[config.mk]
export PLATFORM = sky130hd
export DESIGN_NAME = usbhc_runctl
export DESIGN_NICKNAME = d
export VERILOG_FILES = /design/src/rtl/usbhc_runctl_pkg.sv /design/src/rtl/usbhc_stopseq.sv /design/src/rtl/usbhc_cmdsts.sv /design/src/rtl/usbhc_ringregs.sv /design/src/rtl/usbhc_intr.sv /design/src/rtl/usbhc_runctl.sv
export SDC_FILE = /design/constraint.sdc
export NUM_CORES = 1
export LEC_CHECK = 0
export BUFFER_PORTS_ARGS = -buffer_cell sky130_fd_sc_hd__buf_2
export CORE_MARGIN = 1.5
export CORE_UTILIZATION = 23
export DETAILED_ROUTE_END_ITERATION = 10
export PLACE_DENSITY_LB_ADDON = 0.05
export SLEW_MARGIN = 10
export SYNTH_ARGS = -nofsm -noshare
export SYNTH_HDL_FRONTEND = slang
export SYNTH_SLANG_ARGS = --single-unit
[constraint.sdc]
create_clock -name clk -period 1.7 [get_ports clk]
set_input_delay 0.17 -clock clk [delete_from_list [all_inputs] [get_ports clk]]
set_output_delay 0.17 -clock clk [all_outputs]
set_load 0.05 [all_outputs]
[src/rtl/usbhc_runctl_pkg.sv]
package usbhc_runctl_pkg;

    localparam int REG_W = 64;
    localparam int SEL_W = 3;

    typedef enum logic [SEL_W-1:0] {
        SEL_CMD = 3'd0,
        SEL_STS = 3'd1,
        SEL_CRC = 3'd2,
        SEL_IMG = 3'd3,
        SEL_ERD = 3'd4
    } reg_sel_e;

    // command register fields
    localparam int CMD_RUN = 0;
    localparam int CMD_RST = 1;
    localparam int CMD_IEN = 2;
    // status register fields
    localparam int STS_HLT = 0;
    localparam int STS_CNR = 1;
    // command ring control fields
    localparam int CRC_CYC = 0;
    localparam int CRC_RUN = 3;
    // interrupter management field
    localparam int IMG_IE  = 1;
    // event ring dequeue field
    localparam int ERD_BSY = 3;

    typedef enum logic {
        KIND_HALT  = 1'b0,
        KIND_RESET = 1'b1
    } stop_kind_e;

    typedef struct packed {
        logic       valid;
        stop_kind_e kind;
    } stop_slot_t;

    function automatic logic [REG_W-1:0] align_down(input logic [REG_W-1:0] v, input int lsb);
        return (v >> lsb) << lsb;
    endfunction

    // a waiting reset is never downgraded by a later halt
    function automatic stop_kind_e merge_kind(input stop_slot_t q, input stop_kind_e k);
        return (q.valid && q.kind == KIND_RESET) ? KIND_RESET : k;
    endfunction

endpackage

[src/rtl/usbhc_stopseq.sv]
module usbhc_stopseq
    import usbhc_runctl_pkg::*;
(
    input  logic       clk,
    input  logic       rst,
    input  logic       new_v,
    input  stop_kind_e new_k,
    input  logic       done_i,
    output logic       req_o,
    output stop_kind_e kind_o,
    output logic       fin_halt_o,
    output logic       fin_reset_o
);

    stop_slot_t act_q;
    stop_slot_t que_q;
    logic       fin;

    assign fin = done_i & act_q.valid;

    always_ff @(posedge clk) begin
        if (rst) begin
            act_q <= '0;
            que_q <= '0;
        end else if (act_q.valid) begin
            if (fin) act_q.valid <= 1'b0;
            if (new_v) begin
                que_q.valid <= 1'b1;
                que_q.kind  <= merge_kind(que_q, new_k);
            end
        end else if (que_q.valid) begin
            act_q       <= que_q;
            que_q.valid <= new_v;
            que_q.kind  <= new_k;
        end else if (new_v) begin
            act_q.valid <= 1'b1;
            act_q.kind  <= new_k;
        end
    end

    assign req_o       = act_q.valid;
    assign kind_o      = act_q.kind;
    assign fin_halt_o  = fin && act_q.kind == KIND_HALT;
    assign fin_reset_o = fin && act_q.kind == KIND_RESET;

    // request drops for a cycle after completion
    assert_drop_after_done_R10: assert property (@(posedge clk) disable iff (rst)
        (done_i && req_o) |=> !req_o);

    // an outstanding request and its kind hold until done
    assert_req_held_R10: assert property (@(posedge clk) disable iff (rst)
        (req_o && !done_i) |=> (req_o && kind_o == $past(kind_o)));

    // done with nothing outstanding starts nothing and finishes nothing
    assert_spurious_done_R11: assert property (@(posedge clk) disable iff (rst)
        (!req_o && !que_q.valid && !new_v) |=> !req_o);

endmodule

[src/rtl/usbhc_cmdsts.sv]
module usbhc_cmdsts
    import usbhc_runctl_pkg::*;
(
    input  logic             clk,
    input  logic             rst,
    input  logic             wr_cmd,
    input  logic [REG_W-1:0] wr_data,
    input  logic             fin_halt,
    input  logic             fin_reset,
    output logic             run_o,
    output logic             ien_o,
    output logic             halted_o,
    output logic             cnr_o,
    output logic             new_v,
    output stop_kind_e       new_k,
    output logic             ring_stop_o
);

    logic rst_wr;
    logic run_wr;
    logic halt_wr;

    always_comb begin
        rst_wr  = wr_cmd && wr_data[CMD_RST];
        run_wr  = wr_cmd && !wr_data[CMD_RST] && wr_data[CMD_RUN];
        halt_wr = wr_cmd && !wr_data[CMD_RST] && !wr_data[CMD_RUN];
        new_v   = rst_wr || halt_wr;
        new_k   = rst_wr ? KIND_RESET : KIND_HALT;
        ring_stop_o = halt_wr;
    end

    always_ff @(posedge clk) begin
        if (rst) begin
            run_o    <= 1'b0;
            ien_o    <= 1'b0;
            halted_o <= 1'b1;
            cnr_o    <= 1'b0;
        end else begin
            if (fin_halt && !run_wr) halted_o <= 1'b1;
            if (run_wr)              halted_o <= 1'b0;
            if (fin_reset)           cnr_o    <= 1'b0;
            if (rst_wr)              cnr_o    <= 1'b1;
            if (wr_cmd && !wr_data[CMD_RST]) begin
                run_o <= wr_data[CMD_RUN];
                ien_o <= wr_data[CMD_IEN];
            end
        end
    end

    // not-ready only rises from a reset write
    assert_cnr_from_write_R2: assert property (@(posedge clk) disable iff (rst)
        $rose(cnr_o) |-> $past(rst_wr));

    // a reset write leaves the stored command bits alone
    assert_rst_keeps_cmd_R2: assert property (@(posedge clk) disable iff (rst)
        rst_wr |=> ($stable(run_o) && $stable(ien_o)));

    // not-ready only falls on reset completion
    assert_cnr_clear_done_R3: assert property (@(posedge clk) disable iff (rst)
        $fell(cnr_o) |-> $past(fin_reset));

    // halted only rises on halt completion
    assert_halt_on_done_R5: assert property (@(posedge clk) disable iff (rst)
        $rose(halted_o) |-> $past(fin_halt));

endmodule

[src/rtl/usbhc_ringregs.sv]
module usbhc_ringregs
    import usbhc_runctl_pkg::*;
#(
    parameter int CR_ALIGN = 6,
    parameter int ER_ALIGN = 4
) (
    input  logic             clk,
    input  logic             rst,
    input  logic             wr_crc,
    input  logic             wr_erd,
    input  logic [REG_W-1:0] wr_data,
    input  logic             ring_start,
    input  logic             run,
    input  logic             ring_stop,
    output logic [REG_W-1:0] cr_ptr,
    output logic             cr_cyc,
    output logic             cr_run,
    output logic [REG_W-1:0] er_ptr,
    output logic             er_bsy
);

    always_ff @(posedge clk) begin
        if (rst) begin
            cr_ptr <= '0;
            cr_cyc <= 1'b0;
            cr_run <= 1'b0;
            er_ptr <= '0;
            er_bsy <= 1'b0;
        end else begin
            if (wr_crc && !cr_run) begin
                cr_ptr <= align_down(wr_data, CR_ALIGN);
                cr_cyc <= wr_data[CRC_CYC];
            end
            if (ring_stop)                cr_run <= 1'b0;
            else if (ring_start && run)   cr_run <= 1'b1;
            if (wr_erd) begin
                er_ptr <= align_down(wr_data, ER_ALIGN);
                er_bsy <= wr_data[ERD_BSY];
            end
        end
    end

    // a write while running is discarded
    assert_crc_locked_R7: assert property (@(posedge clk) disable iff (rst)
        (wr_crc && cr_run) |=> ($stable(cr_ptr) && $stable(cr_cyc)));

    // running only starts from a start pulse while run is set
    assert_start_needs_run_R8: assert property (@(posedge clk) disable iff (rst)
        $rose(cr_run) |-> $past(ring_start && run));

    // busy flag follows the written bit
    assert_erd_busy_R9: assert property (@(posedge clk) disable iff (rst)
        wr_erd |=> (er_bsy == $past(wr_data[ERD_BSY])));

endmodule

[src/rtl/usbhc_intr.sv]
module usbhc_intr
    import usbhc_runctl_pkg::*;
(
    input  logic             clk,
    input  logic             rst,
    input  logic             wr_cmd,
    input  logic             wr_img,
    input  logic [REG_W-1:0] wr_data,
    input  logic             ien,
    output logic             img_ie,
    output logic             intr_en
);

    always_ff @(posedge clk) begin
        if (rst) begin
            img_ie  <= 1'b0;
            intr_en <= 1'b0;
        end else begin
            if (wr_img) begin
                img_ie  <= wr_data[IMG_IE];
                intr_en <= wr_data[IMG_IE] & ien;
            end
            if (wr_cmd && !wr_data[CMD_RST]) begin
                intr_en <= wr_data[CMD_IEN] & img_ie;
            end
        end
    end

    // after a write to either source, the output matches both stored bits
    assert_intr_and_R6: assert property (@(posedge clk) disable iff (rst)
        (wr_img || wr_cmd) |=> (intr_en == (ien & img_ie)));

    // without a write the output does not move
    assert_intr_quiet_R6: assert property (@(posedge clk) disable iff (rst)
        (!wr_img && !wr_cmd) |=> $stable(intr_en));

endmodule

[src/rtl/usbhc_runctl.sv]
module usbhc_runctl
    import usbhc_runctl_pkg::*;
#(
    parameter int CR_ALIGN = 6,
    parameter int ER_ALIGN = 4
) (
    input  logic        clk,
    input  logic        rst,
    input  logic        wr_en,
    input  logic [2:0]  wr_sel,
    input  logic [63:0] wr_data,
    input  logic [2:0]  rd_sel,
    output logic [63:0] rd_data,
    input  logic        ring_start,
    output logic        stop_req,
    output logic        stop_reset,
    input  logic        stop_done,
    output logic        intr_en,
    output logic [63:0] cr_deq_ptr,
    output logic        cr_cycle,
    output logic        cr_running,
    output logic [63:0] er_deq_ptr,
    output logic        er_busy
);

    logic       wr_cmd, wr_crc, wr_img, wr_erd;
    logic       run, ien, halted, cnr, img_ie;
    logic       new_v, ring_stop, fin_halt, fin_reset;
    stop_kind_e new_k, act_k;

    always_comb begin
        wr_cmd = wr_en && reg_sel_e'(wr_sel) == SEL_CMD;
        wr_crc = wr_en && reg_sel_e'(wr_sel) == SEL_CRC;
        wr_img = wr_en && reg_sel_e'(wr_sel) == SEL_IMG;
        wr_erd = wr_en && reg_sel_e'(wr_sel) == SEL_ERD;
    end

    usbhc_cmdsts u_cmd (
        .clk(clk), .rst(rst), .wr_cmd(wr_cmd), .wr_data(wr_data),
        .fin_halt(fin_halt), .fin_reset(fin_reset),
        .run_o(run), .ien_o(ien), .halted_o(halted), .cnr_o(cnr),
        .new_v(new_v), .new_k(new_k), .ring_stop_o(ring_stop)
    );

    usbhc_stopseq u_seq (
        .clk(clk), .rst(rst), .new_v(new_v), .new_k(new_k), .done_i(stop_done),
        .req_o(stop_req), .kind_o(act_k),
        .fin_halt_o(fin_halt), .fin_reset_o(fin_reset)
    );

    usbhc_ringregs #(.CR_ALIGN(CR_ALIGN), .ER_ALIGN(ER_ALIGN)) u_ring (
        .clk(clk), .rst(rst), .wr_crc(wr_crc), .wr_erd(wr_erd), .wr_data(wr_data),
        .ring_start(ring_start), .run(run), .ring_stop(ring_stop),
        .cr_ptr(cr_deq_ptr), .cr_cyc(cr_cycle), .cr_run(cr_running),
        .er_ptr(er_deq_ptr), .er_bsy(er_busy)
    );

    usbhc_intr u_intr (
        .clk(clk), .rst(rst), .wr_cmd(wr_cmd), .wr_img(wr_img), .wr_data(wr_data),
        .ien(ien), .img_ie(img_ie), .intr_en(intr_en)
    );

    assign stop_reset = stop_req && act_k == KIND_RESET;

    always_comb begin
        rd_data = '0;
        case (reg_sel_e'(rd_sel))
            SEL_CMD: begin
                rd_data[CMD_RUN] = run;
                rd_data[CMD_IEN] = ien;
            end
            SEL_STS: begin
                rd_data[STS_HLT] = halted;
                rd_data[STS_CNR] = cnr;
            end
            SEL_CRC: begin
                rd_data          = cr_deq_ptr;
                rd_data[CRC_CYC] = cr_cycle;
                rd_data[CRC_RUN] = cr_running;
            end
            SEL_IMG: rd_data[IMG_IE] = img_ie;
            SEL_ERD: begin
                rd_data          = er_deq_ptr;
                rd_data[ERD_BSY] = er_busy;
            end
            default: rd_data = '0;
        endcase
    end

    // a halt write drops the ring-running flag at once
    assert_halt_stops_ring_R4: assert property (@(posedge clk) disable iff (rst)
        (wr_cmd && !wr_data[CMD_RST] && !wr_data[CMD_RUN]) |=> !cr_running);

endmodule

== After elaboration in Yosys (flattened, before gate mapping) ==
Index checks and enable logic that the tools add are counted.
Word-level totals
  bits in registers: 131
  logic and storage cells: 77
  input bits: 75
Cells by class
  bitwise logic cells: 5
  reduce and logical (&&, ||, !) cells: 30
  eq/ne operators: 8
  muxes and demuxes: 19
Operators by type and width (number)
  61-bit one-hot mux with 2 select lines: 1
  1-bit logical AND: 15
  3-bit by 2-bit == test with 1-bit output (second input constant): 4
  1-bit two-way mux: 11
  2-bit two-way mux: 5
  2-bit nonzero test: 5
  3-bit == test (second input constant): 2
  3-bit logical NOT: 2
  1-bit logical NOT: 4
  2-bit AND reduction: 2
  1-bit AND: 3
  3-bit by 1-bit == test with 1-bit output (second input constant): 1
  1-bit one-hot mux with 3 select lines: 1
  2-bit by 1-bit inequality test with 1-bit output (second input constant): 1
  1-bit NOT: 2
  1-bit one-hot mux with 2 select lines: 1
  2-bit OR reduction: 1
  1-bit logical OR: 1

== Depth between registers and ports, before layout ==
Gate-level depths: netlist (run 1).
  depth after elaboration: 8
  mapped depth: 6
  depth with buffers taken out: 3

== Modules after synthesis ==
From an unflattened synthesis (run 1), not the netlist that was laid out.
Unflattened totals
  cell total of the unflattened synthesis: 627
  area total of the unflattened synthesis: 6190.9 µm²
Modules (own cells, without submodules)
  usbhc_ringregs: seq. area each 2422.3 µm², area each 4893.4 µm², instances 1, cells each 479
  usbhc_runctl: seq. area each 0.0 µm², area each 813.3 µm², instances 1, cells each 96
  usbhc_stopseq: seq. area each 80.1 µm², area each 211.5 µm², instances 1, cells each 24
  usbhc_cmdsts: seq. area each 80.1 µm², area each 180.2 µm², instances 1, cells each 19
  usbhc_intr: seq. area each 40.0 µm², area each 92.6 µm², instances 1, cells each 9

== Worst setup path before layout (run 1) ==
Ideal clock, no wire load.
  kind: input -> output
  start point: input rd_sel[0]
  end point: output rd_data[2]
  arrival time: 1.999 ns
  setup slack: -0.469 ns
  path buffers: 1
  stages on the path: 2
  cells stage by stage: clkbuf_1 -> nor4b_1
Between the ends
  longest elaborated chain between the ends: 2
RTL lines
  start: declaration: line usbhc_runctl.sv:12  | input logic [2:0] rd_sel,
  3-bit logical NOT: line usbhc_runctl.sv:67  | case (reg_sel_e'(rd_sel))
  1-bit two-way mux: line usbhc_runctl.sv:67
  end: declaration: line usbhc_runctl.sv:13  | output logic [63:0] rd_data,
Every way passes these cells.

== Final worst setup path (run 1) ==
  start point: register u_ring.cr_run
  end point: output rd_data[3]
Between the ends
  longest elaborated chain between the ends: 1
RTL lines
  start: declaration: line usbhc_ringregs.sv:17  | output logic cr_run,
  start signal: assignment: line usbhc_ringregs.sv:26  | cr_run <= 1'b0;
  start signal: assignment: line usbhc_ringregs.sv:34  | if (ring_stop) cr_run <= 1'b0;
  start signal: assignment: line usbhc_ringregs.sv:35  | else if (ring_start && run) cr_run <= 1'b1;
  61-bit one-hot mux with 2 select lines: line usbhc_runctl.sv:67
Every way passes these cells.

==> qor.yml, run 1 <==
global_routing:
  track_usage: 0.1683
  antenna_found_initial: 0
  grt_pass1_vias: 5965
  grt_overflow: 0
  grt_max_degree: 49
  grt_pass1_wl_um: 34160
synth:
  synthCells: 694
  netlist_area_um2: 5668
  yosysSeqAreaShare: 0.4627
  ys.flop_type: "dfxtp_1"
  ys_types: 46
  synth_area_per_cell_um2: 8.167
  synth-edff-count: 0
  synthArstFlopShare: 0
  yosysWarnings: 0
  synth_seq_cells: 131
power_and_ir_drop:
  ir_drop_mv: 0.4554
  p_leak_uw: 0.003740
  power.density_nw_per_um2: 915.2
worst_setup_path:
  cp.required_ps: 1530
  slowest_delay_ps: 530
  worstPathArrival_ps: 1410
  critPathLaunchType: "register"
  path_delay_family: "flip-flops"
  path_buf_inv: 1
  cp_cell_sequence: "a22o_1 -> buf_2"
  crit_type: "reg -> out"
  worstPathMaxFanout: 5
  end_kind: "output pin"
  crit_slowest_cell: "dfxtp_1"
  reg2reg_setup_slack_ps: 350
placement:
  place_congestion: 0.7074
  port_buffers: 262
  dp.final_hpwl_um: 14320
detailed_routing:
  dr.pass1.iters: 4
  vias: 6165
  drc: 0
  drtIter0Drc: 250
  wl_per_cell_um: 16.31
  wl_um: 21620
  viasPerCell: 4.649
  ant_nets: 0
finish:
  layout_commonest_cell: "buf_2"
  fin_nets: 1064
  final_cell_mix: "261 x buf_2, 131 x dfxtp_1, 126 x nand2_1, 124 x a21oi_1, 62 x dlygate4sd3_1"
  largest_reg_flops: 60
  areaGrowthSynthToFinish_pct: 52.83
  final_util: 0.3572
  top_register: "u_ring.er_ptr"
  antenna_cells: 0
  top_regs: "u_ring.er_ptr: 60 flops, u_ring.cr_ptr: 58 flops, u_seq.que_q: 2 flops"
  seq_area_um2: 2623
  drive_above_1_share: 0.3293
  fillerInstances: 2623
  multiInputGateArea_um2: 2735
timing:
  period_minus_slack_ps: 1582
  fin_setup_tns_ps: 0
  fmax_ghz: 0.6323
  finalHoldViolations: 0
  slew_viol_final: 0
  fin_worst_skew_ps: 7.560
  setup_viol: 0
  rsz0062_at_grt: "no"
  period_share: 0.9303
clock_tree:
  cts_buffer_depth: 2
  clock_sinks: 131
  cts.clk_slew.worst_paths_ps: 60
  cts_hold_buf: 62
  cts_tree: "built"
  clock_latency_ps: 420
  cts_made_buffers: 17
  root_buffer: "clkbuf_16"
  cts_resized: 0
  cts_setup_buffers: 0
  htree_levels: 4
run:
  maxCapViolCount: 0
die:
  fp.dieW_um: 160.0
  start_util: 0.2337
  die_h_um: 160.0
  core_area_um2: 24250
  io_pins: 273
  dieArea_um2: 25590
  std_cell_rows: 57
run_status:
  status: "finished clean"
hold_path:
  min_path_type: "in -> reg"
## per-layer routing
metal  vias to the layer above  global-route usage  wire length, um
met5                         -                   0                0
met2                       201              0.2715            10120
met1                      2916              0.2312            10290
li1                       3036                   -                -
met3                        12             0.02753              992
met4                         0             0.04800              212
## cells by family (layout without fill, tap and decap cells)
| family | after synthesis | after routing | synth area share |
|---|---|---|---|
| mux | 3 | 3 | 0.005298 |
| simple gates | 221 | 221 | 0.1868 |
| compound gates | 257 | 257 | 0.2735 |
| flops | 131 | 131 | 0.4627 |
| buf+inv | 81 | 380 | 0.07108 |
| other cells | 1 | 10 | 0.0006616 |
## area by class of cell
cell class	instances	share of cell area
Sequential cell	131	0.3028
Clock inverter	13	0.01690
Timing Repair Buffer	346	0.2669
Clock buffer	19	0.04998
Inverter	2	0.0008667
Multi-Input combinational cell	491	0.3158
Tap cell	324	0.04680
## final timing paths
check,start,endpoint,cells past startpoint
min,wr_data[2],u_cmd.ien_o$_SDFFE_PP0N_,3
max reg2reg,u_ring.cr_run$_SDFFE_PP0P_,u_ring.cr_ptr[29]$_SDFFE_PP0P_,4
min reg2reg,u_ring.er_ptr[29]$_SDFFE_PP0P_,u_ring.er_ptr[29]$_SDFFE_PP0P_,2
max,u_ring.cr_run$_SDFFE_PP0P_,rd_data[3],2
## through the flow
step	total power, uW	area, um^2	worst slack (ps)	hold WS [ps]	cells
finish	7928	8662	118.4	37.47	1326
CTS	8058	8662	95.71	8.600	1326
global placement	4197	7462	169.7	412.8	1232
floorplan	3842	5715	55.29	263.7	703
global route	8260	8662	46.29	38.56	1326
detailed placement	4194	7462	173.2	409.3	1232
## synthesized netlist by cell type (4+ instances only)
| cell type | n | area [um^2] |
|---|---|---|
| dfxtp_1 | 131 | 2623 |
| nand2_1 | 126 | 473.0 |
| a21oi_1 | 124 | 620.6 |
| nand3_1 | 61 | 305.3 |
| a22o_1 | 59 | 516.8 |
| o21ai_0 | 51 | 255.2 |
| clkbuf_1 | 36 | 135.1 |
| buf_2 | 27 | 135.1 |
| buf_4 | 13 | 97.59 |
| o21ai_1 | 10 | 50.05 |
| nand2b_1 | 5 | 31.28 |
| and2_1 | 4 | 25.02 |
| nor2_1 | 4 | 15.01 |
## power by group
group | internal (uW) | switching (uW) | total (uW) | leakage [uW]
clock network | 2190 | 1510 | 3700 | 0.000280
registers | 3130 | 57.4 | 3190 | 0.00106
logic | 350 | 691 | 1040 | 0.00240
total | 5670 | 2260 | 7930 | 0.00374
## tightest hold or removal path, stage by stage
cell and delay, ps:
buf_2 110, nand3b_1 70, a21oi_1 50
No activity file was read; power rests on OpenSTA's default activity.
==> run 2, diff against run 1 <==
--- a/config.mk
+++ b/config.mk
@@ -5,6 +5,7 @@
 export SDC_FILE = /design/constraint.sdc
 export NUM_CORES = 1
 export LEC_CHECK = 0
+export ABC_AREA = 1
 export BUFFER_PORTS_ARGS = -buffer_cell sky130_fd_sc_hd__buf_2
 export CORE_MARGIN = 1.5
 export CORE_UTILIZATION = 23
==> run 2 against run 1 <==
Clock skew about the same. Sequential share of layout area increased by 0.86 points. Hold slack gained 11 ps. Utilization is 0.37 points higher. Critical path type unchanged. Non-clock buffer count fell by 3. Synthesized cell count up 0.86%. Via count down 4.7%. Wire length shrank 6.1%.
==> qor.yml, run 2 <==
global_routing:
  track_usage: 0.1613
  grt_pass1_vias: 5434
  grt_pass1_wl_um: 30510
  grt_max_degree: 56
  grt_overflow: 0
  antenna_found_initial: 1
synth:
  netlist_area_um2: 5444
  synthArstFlopShare: 0
  yosysSeqAreaShare: 0.4817
  yosysWarnings: 0
  yosys.area.top_type_share: 0.4817
  yosysTopAreaCell: "dfxtp_1"
  synthTopCellsByCount: "250 x nor2_1, 131 x dfxtp_1, 126 x o21ai_0, 59 x a32o_1, 32 x clkbuf_1"
  synthMostInstantiatedCell: "nor2_1"
  synth-edff-count: 0
  synthCells: 700
  synthTopCellsByArea: "dfxtp_1 48%, nor2_1 17%, o21ai_0 12%"
  ys_types: 25
  synth_seq_cells: 131
  ys.flop_type: "dfxtp_1"
  synth_area_per_cell_um2: 7.777
clock_tree:
  cts_hold_buf: 61
  htree_levels: 4
  clock_sinks: 131
  clock_latency_ps: 410
  cts_setup_buffers: 0
  cts_buffer_depth: 2
  cts.clk_slew.worst_paths_ps: 60
  cts_made_buffers: 17
  cts_resized: 0
  root_buffer: "clkbuf_16"
  cts_tree: "built"
die:
  dieArea_um2: 24600
  start_util: 0.2333
  io_pins: 273
  std_cell_rows: 56
  die_h_um: 156.9
  core_area_um2: 23330
  fp.dieW_um: 156.9
timing:
  setup_viol: 0
  period_minus_slack_ps: 1491
  fmax_ghz: 0.6709
  fin_worst_skew_ps: 7.796
  rsz0062_at_grt: "no"
  period_share: 0.8768
  slew_viol_final: 0
  fin_setup_tns_ps: 0
  finalHoldViolations: 0
  fin_hold_ws_ps: 48.83
detailed_routing:
  drc: 0
  vias: 5876
  wl_per_cell_um: 15.20
  drtIter0Drc: 267
  viasPerCell: 4.401
  wl_um: 20300
  ant_nets: 0
  dr.pass1.iters: 4
worst_setup_path:
  worstPathMaxFanout: 8
  slowest_delay_ps: 480
  path_delay_family: "flip-flops"
  critPathLaunchType: "register"
  cp_cell_sequence: "nand2_1 -> inv_1 -> buf_2"
  worstPathArrival_ps: 1320
  cp.required_ps: 1530
  crit_type: "reg -> out"
  crit_slowest_cell: "dfxtp_1"
  path_buf_inv: 2
  end_kind: "output pin"
finish:
  antenna_cells: 0
  largest_reg_flops: 60
  final_cell_mix: "262 x buf_2, 249 x nor2_1, 131 x dfxtp_1, 126 x o21ai_0, 61 x dlygate4sd3_1"
  drive_above_1_share: 0.3179
  layout_commonest_cell: "buf_2"
  areaGrowthSynthToFinish_pct: 54.70
  top_register: "u_ring.er_ptr"
  top_regs: "u_ring.er_ptr: 60 flops, u_ring.cr_ptr: 58 flops, u_seq.que_q: 2 flops"
  fin_nets: 1079
placement:
  place_congestion: 0.7228
  port_buffers: 262
  dp.final_hpwl_um: 13960
run_status:
  status: "finished clean"
power_and_ir_drop:
  power.density_nw_per_um2: 1021
  ir_drop_mv: 0.5235
  p_leak_uw: 0.004030
run:
  maxCapViolCount: 0
hold_path:
  min_path_type: "in -> reg"
[run 2: cells by family (layout without fill, tap and decap cells)]
logic type	after synthesis	count (layout)	share of synthesized area
AO/OA/AOI/OAI	200	200	0.2397
buffers and inverters	86	393	0.07722
flip-flops	131	131	0.4817
other	1	10	0.0006888
AND/OR/NAND/NOR	282	282	0.2006
[run 2: worst min-delay path: stages]
cell     delay [ps]
buf_2            80
o21ai_0          70
a21oi_1         100
[run 2: power breakdown]
group	internal, uW	switching (uW)	total [uW]
combinational	381	863	1240
sequential	3180	89.7	3270
clock	2680	1410	4090
total	6240	2360	8600
[run 2: layout make-up]
| type | instances | area (um^2) |
|---|---|---|
| clock buffers | 19 | 452.9 |
| clock inverters | 12 | 203.9 |
| fillers | 2537 | 14910 |
| inverters | 19 | 71.32 |
| multi-input cells | 492 | 2450 |
| flip-flops and latches | 131 | 2623 |
| well taps | 319 | 399.1 |
| repair buffers | 343 | 2222 |
[run 2: per-stage QoR]
| step | setup slack [ps] | total power, uW | instance area (um^2) | std cells | utilization |
|---|---|---|---|---|---|
| detailed placement | 221.8 | 4473 | 7154 | 1243 | 0.3066 |
| global placement | 211.5 | 4477 | 7154 | 1243 | 0.3066 |
| global route | 103.1 | 8970 | 8422 | 1335 | 0.3610 |
| finish | 209.4 | 8602 | 8422 | 1335 | 0.3610 |
| floorplan | 7.051 | 4102 | 5478 | 709 | - |
| CTS | 166.8 | 8761 | 8422 | 1335 | 0.3610 |
[run 2: final timing paths]
path	slack, ps	startpoint	cells past startpoint	endpoint
min	50	wr_data[4]	3	u_ring.er_ptr[4]$_SDFFE_PP0P_
max	210	u_seq.req_o$_SDFF_PP0_	3	stop_reset
max reg2reg	360	u_ring.cr_run$_SDFFE_PP0P_	6	u_ring.cr_ptr[6]$_SDFFE_PP0P_
min reg2reg	480	u_ring.er_ptr[5]$_SDFFE_PP0P_	2	u_ring.er_ptr[5]$_SDFFE_PP0P_
[run 2: layer usage]
layer	track usage	up-vias	part of all wire
li1	-	2980	-
met2	0.2623	193	0.45
met1	0.2113	2687	0.48
met4	0.03764	2	0.0075
met5	0	-	0.00084
met3	0.04376	14	0.058
==> run 3, diff against run 2 <==
--- a/config.mk
+++ b/config.mk
@@ -10,6 +10,8 @@
 export CORE_MARGIN = 1.5
 export CORE_UTILIZATION = 23
 export DETAILED_ROUTE_END_ITERATION = 10
+export GPL_ROUTABILITY_DRIVEN = 0
+export MAX_ROUTING_LAYER = met4
 export PLACE_DENSITY_LB_ADDON = 0.05
 export SLEW_MARGIN = 10
 export SYNTH_ARGS = -nofsm -noshare
==> run 3 against run 2 <==
Wire length rose by 0.11%. Utilization barely moved. First-iteration DRC count rose by 1.1%. Critical path type unchanged. Combinational power barely moved. Final cell count barely moved. Largest cell class unchanged. Sequential power barely moved. Power barely moved.
==> qor.yml, run 3 (synthesis results as in run 2) <==
run_status:
  status: "finished clean"
detailed_routing:
  highest_layer: "met4"
  drtIter0Drc: 270
  met1_length_um: 10140
  ant_nets: 0
  wl_met3_um: 927
  viasPerCell: 4.393
  wl_per_cell_um: 15.21
  wl_met2_um: 9154
  dr.pass1.iters: 4
  vias: 5869
  wl_um: 20320
  drc: 0
worst_setup_path:
  reg2reg_setup_slack_ps: 360
  crit_type: "reg -> out"
  worst_r2r_endpoint: "u_ring.cr_ptr[6]$_SDFFE_PP0P_"
  crit_start: "u_seq.req_o$_SDFF_PP0_"
  worstPathMaxFanout: 8
  worstPathArrival_ps: 1320
  cp.required_ps: 1530
  critPathLaunchType: "register"
  r2r_cells: 6
  worst_r2r_startpoint: "u_ring.cr_run$_SDFFE_PP0P_"
  endpoint: "stop_reset"
  end_kind: "output pin"
finish:
  fin_cells: 1336
  drive_above_1_share: 0.3179
  final_cell_mix: "262 x buf_2, 249 x nor2_1, 131 x dfxtp_1, 126 x o21ai_0, 61 x dlygate4sd3_1"
  fillerInstances: 2536
  fin_nets: 1079
  areaGrowthSynthToFinish_pct: 54.75
  layout_commonest_cell: "buf_2"
  top_regs: "u_ring.er_ptr: 60 flops, u_ring.cr_ptr: 58 flops, u_seq.que_q: 2 flops"
  largest_reg_flops: 60
  top_register: "u_ring.er_ptr"
timing:
  rsz0062_at_grt: "no"
  period_share: 0.8736
  setup_viol: 0
  fin_setup_tns_ps: 0
  fmax_ghz: 0.6733
  slew_viol_final: 0
  fin_worst_skew_ps: 6.862
  period_minus_slack_ps: 1485
  finalHoldViolations: 0
power_and_ir_drop:
  power.internal_uw: 6239
  p_leak_uw: 0.004030
  p_sw_frac: 0.2744
  p_comb_frac: 0.145
  p_seq_frac: 0.380
  ir_drop_mv: 0.5145
  netSwitchingPower_uw: 2360
  power.density_nw_per_um2: 1021
  power_frac_clock: 0.475
global_routing:
  antenna_found_initial: 1
  grt_max_degree: 56
  grt_overflow: 0
  grt_pass1_wl_um: 30510
  track_usage: 0.1660
  grt_pass1_vias: 5443
die:
  io_pins: 273
  dieArea_um2: 24600
  fp.dieW_um: 156.9
  core_area_um2: 23330
  start_util: 0.2333
  std_cell_rows: 56
  die_h_um: 156.9
clock_tree:
  clock_latency_ps: 410
  cts.clk_slew.worst_paths_ps: 60
  cts_resized: 0
  cts_made_buffers: 17
  cts_setup_buffers: 0
  cts_tree: "built"
  clock_sinks: 131
  htree_levels: 4
  cts_buffer_depth: 2
  root_buffer: "clkbuf_16"
placement:
  placed_cells: 1243
  dp.final_hpwl_um: 13960
  port_buffers: 262
run:
  maxCapViolCount: 0
hold_path:
  min_path_type: "in -> reg"
## run 3: per-stage QoR
| step | setup slack [ps] | util | hold slack [ps] | total power [uW] | instance area (um^2) |
|---|---|---|---|---|---|
| floorplan | 7.051 | - | 239.1 | 4102 | 5478 |
| global placement | 211.5 | 0.3066 | 411.6 | 4477 | 7154 |
| detailed placement | 221.8 | 0.3066 | 412.7 | 4473 | 7154 |
| CTS | 166.8 | 0.3610 | 21.80 | 8761 | 8422 |
| global route | 103.0 | 0.3611 | 45.17 | 8974 | 8424 |
| finish | 214.8 | 0.3611 | 46.98 | 8599 | 8424 |
## run 3: final cells by class
cell class | instances | area (um^2) | share of cell area
Clock inverter | 12 | 203.9 | 0.02421
Sequential cell | 131 | 2623 | 0.3113
Antenna cell | 1 | 2.502 | 0.0002970
Tap cell | 319 | 399.1 | 0.04738
Timing Repair Buffer | 343 | 2222 | 0.2638
Inverter | 19 | 71.32 | 0.008466
Clock buffer | 19 | 452.9 | 0.05376
Multi-Input combinational cell | 492 | 2450 | 0.2908
## run 3: worst min-delay path by stage
stage / start / end / slack [ps] / cells past startpoint
global placement: wr_data[9] / u_ring.cr_ptr[9]$_SDFFE_PP0P_ / 410 / 3
detailed placement: wr_data[60] / u_ring.cr_ptr[60]$_SDFFE_PP0P_ / 410 / 3
CTS: wr_data[4] / u_ring.er_ptr[4]$_SDFFE_PP0P_ / 20 / 3
finish: wr_data[4] / u_ring.er_ptr[4]$_SDFFE_PP0P_ / 50 / 3
global route: stop_done / u_seq.req_o$_SDFF_PP0_ / 50 / 4
floorplan: rst / u_cmd.cnr_o$_SDFFE_PP0P_ / 240 / 1
## run 3: worst max-delay path, cell delays in order, from the launching register on
cell and delay [ps]:
dfxtp_1 480, nand2_1 110, inv_1 60, buf_2 250
## run 3: metal layers
| layer | up-vias | GRT usage |
|---|---|---|
| met3 | 6 | 0.03794 |
| met2 | 178 | 0.2611 |
| met4 | 0 | 0.03764 |
| met5 | - | - |
| li1 | 2984 | - |
| met1 | 2701 | 0.2159 |
## run 3: repair_timing
action / in CTS / in global routing
endpoints found under the setup margin: 0 / 0
hold buffers: 61 / 0
endpoints found under the hold margin: 64 / 0
## run 3: power groups by stage
stage	sequential, uW	clock, uW	combinational [uW]
global route	3280	4360	1340
finish	3270	4090	1240
CTS	3270	4240	1250
floorplan	3660	0	440
detailed placement	3340	0	1140
global placement	3340	0	1140
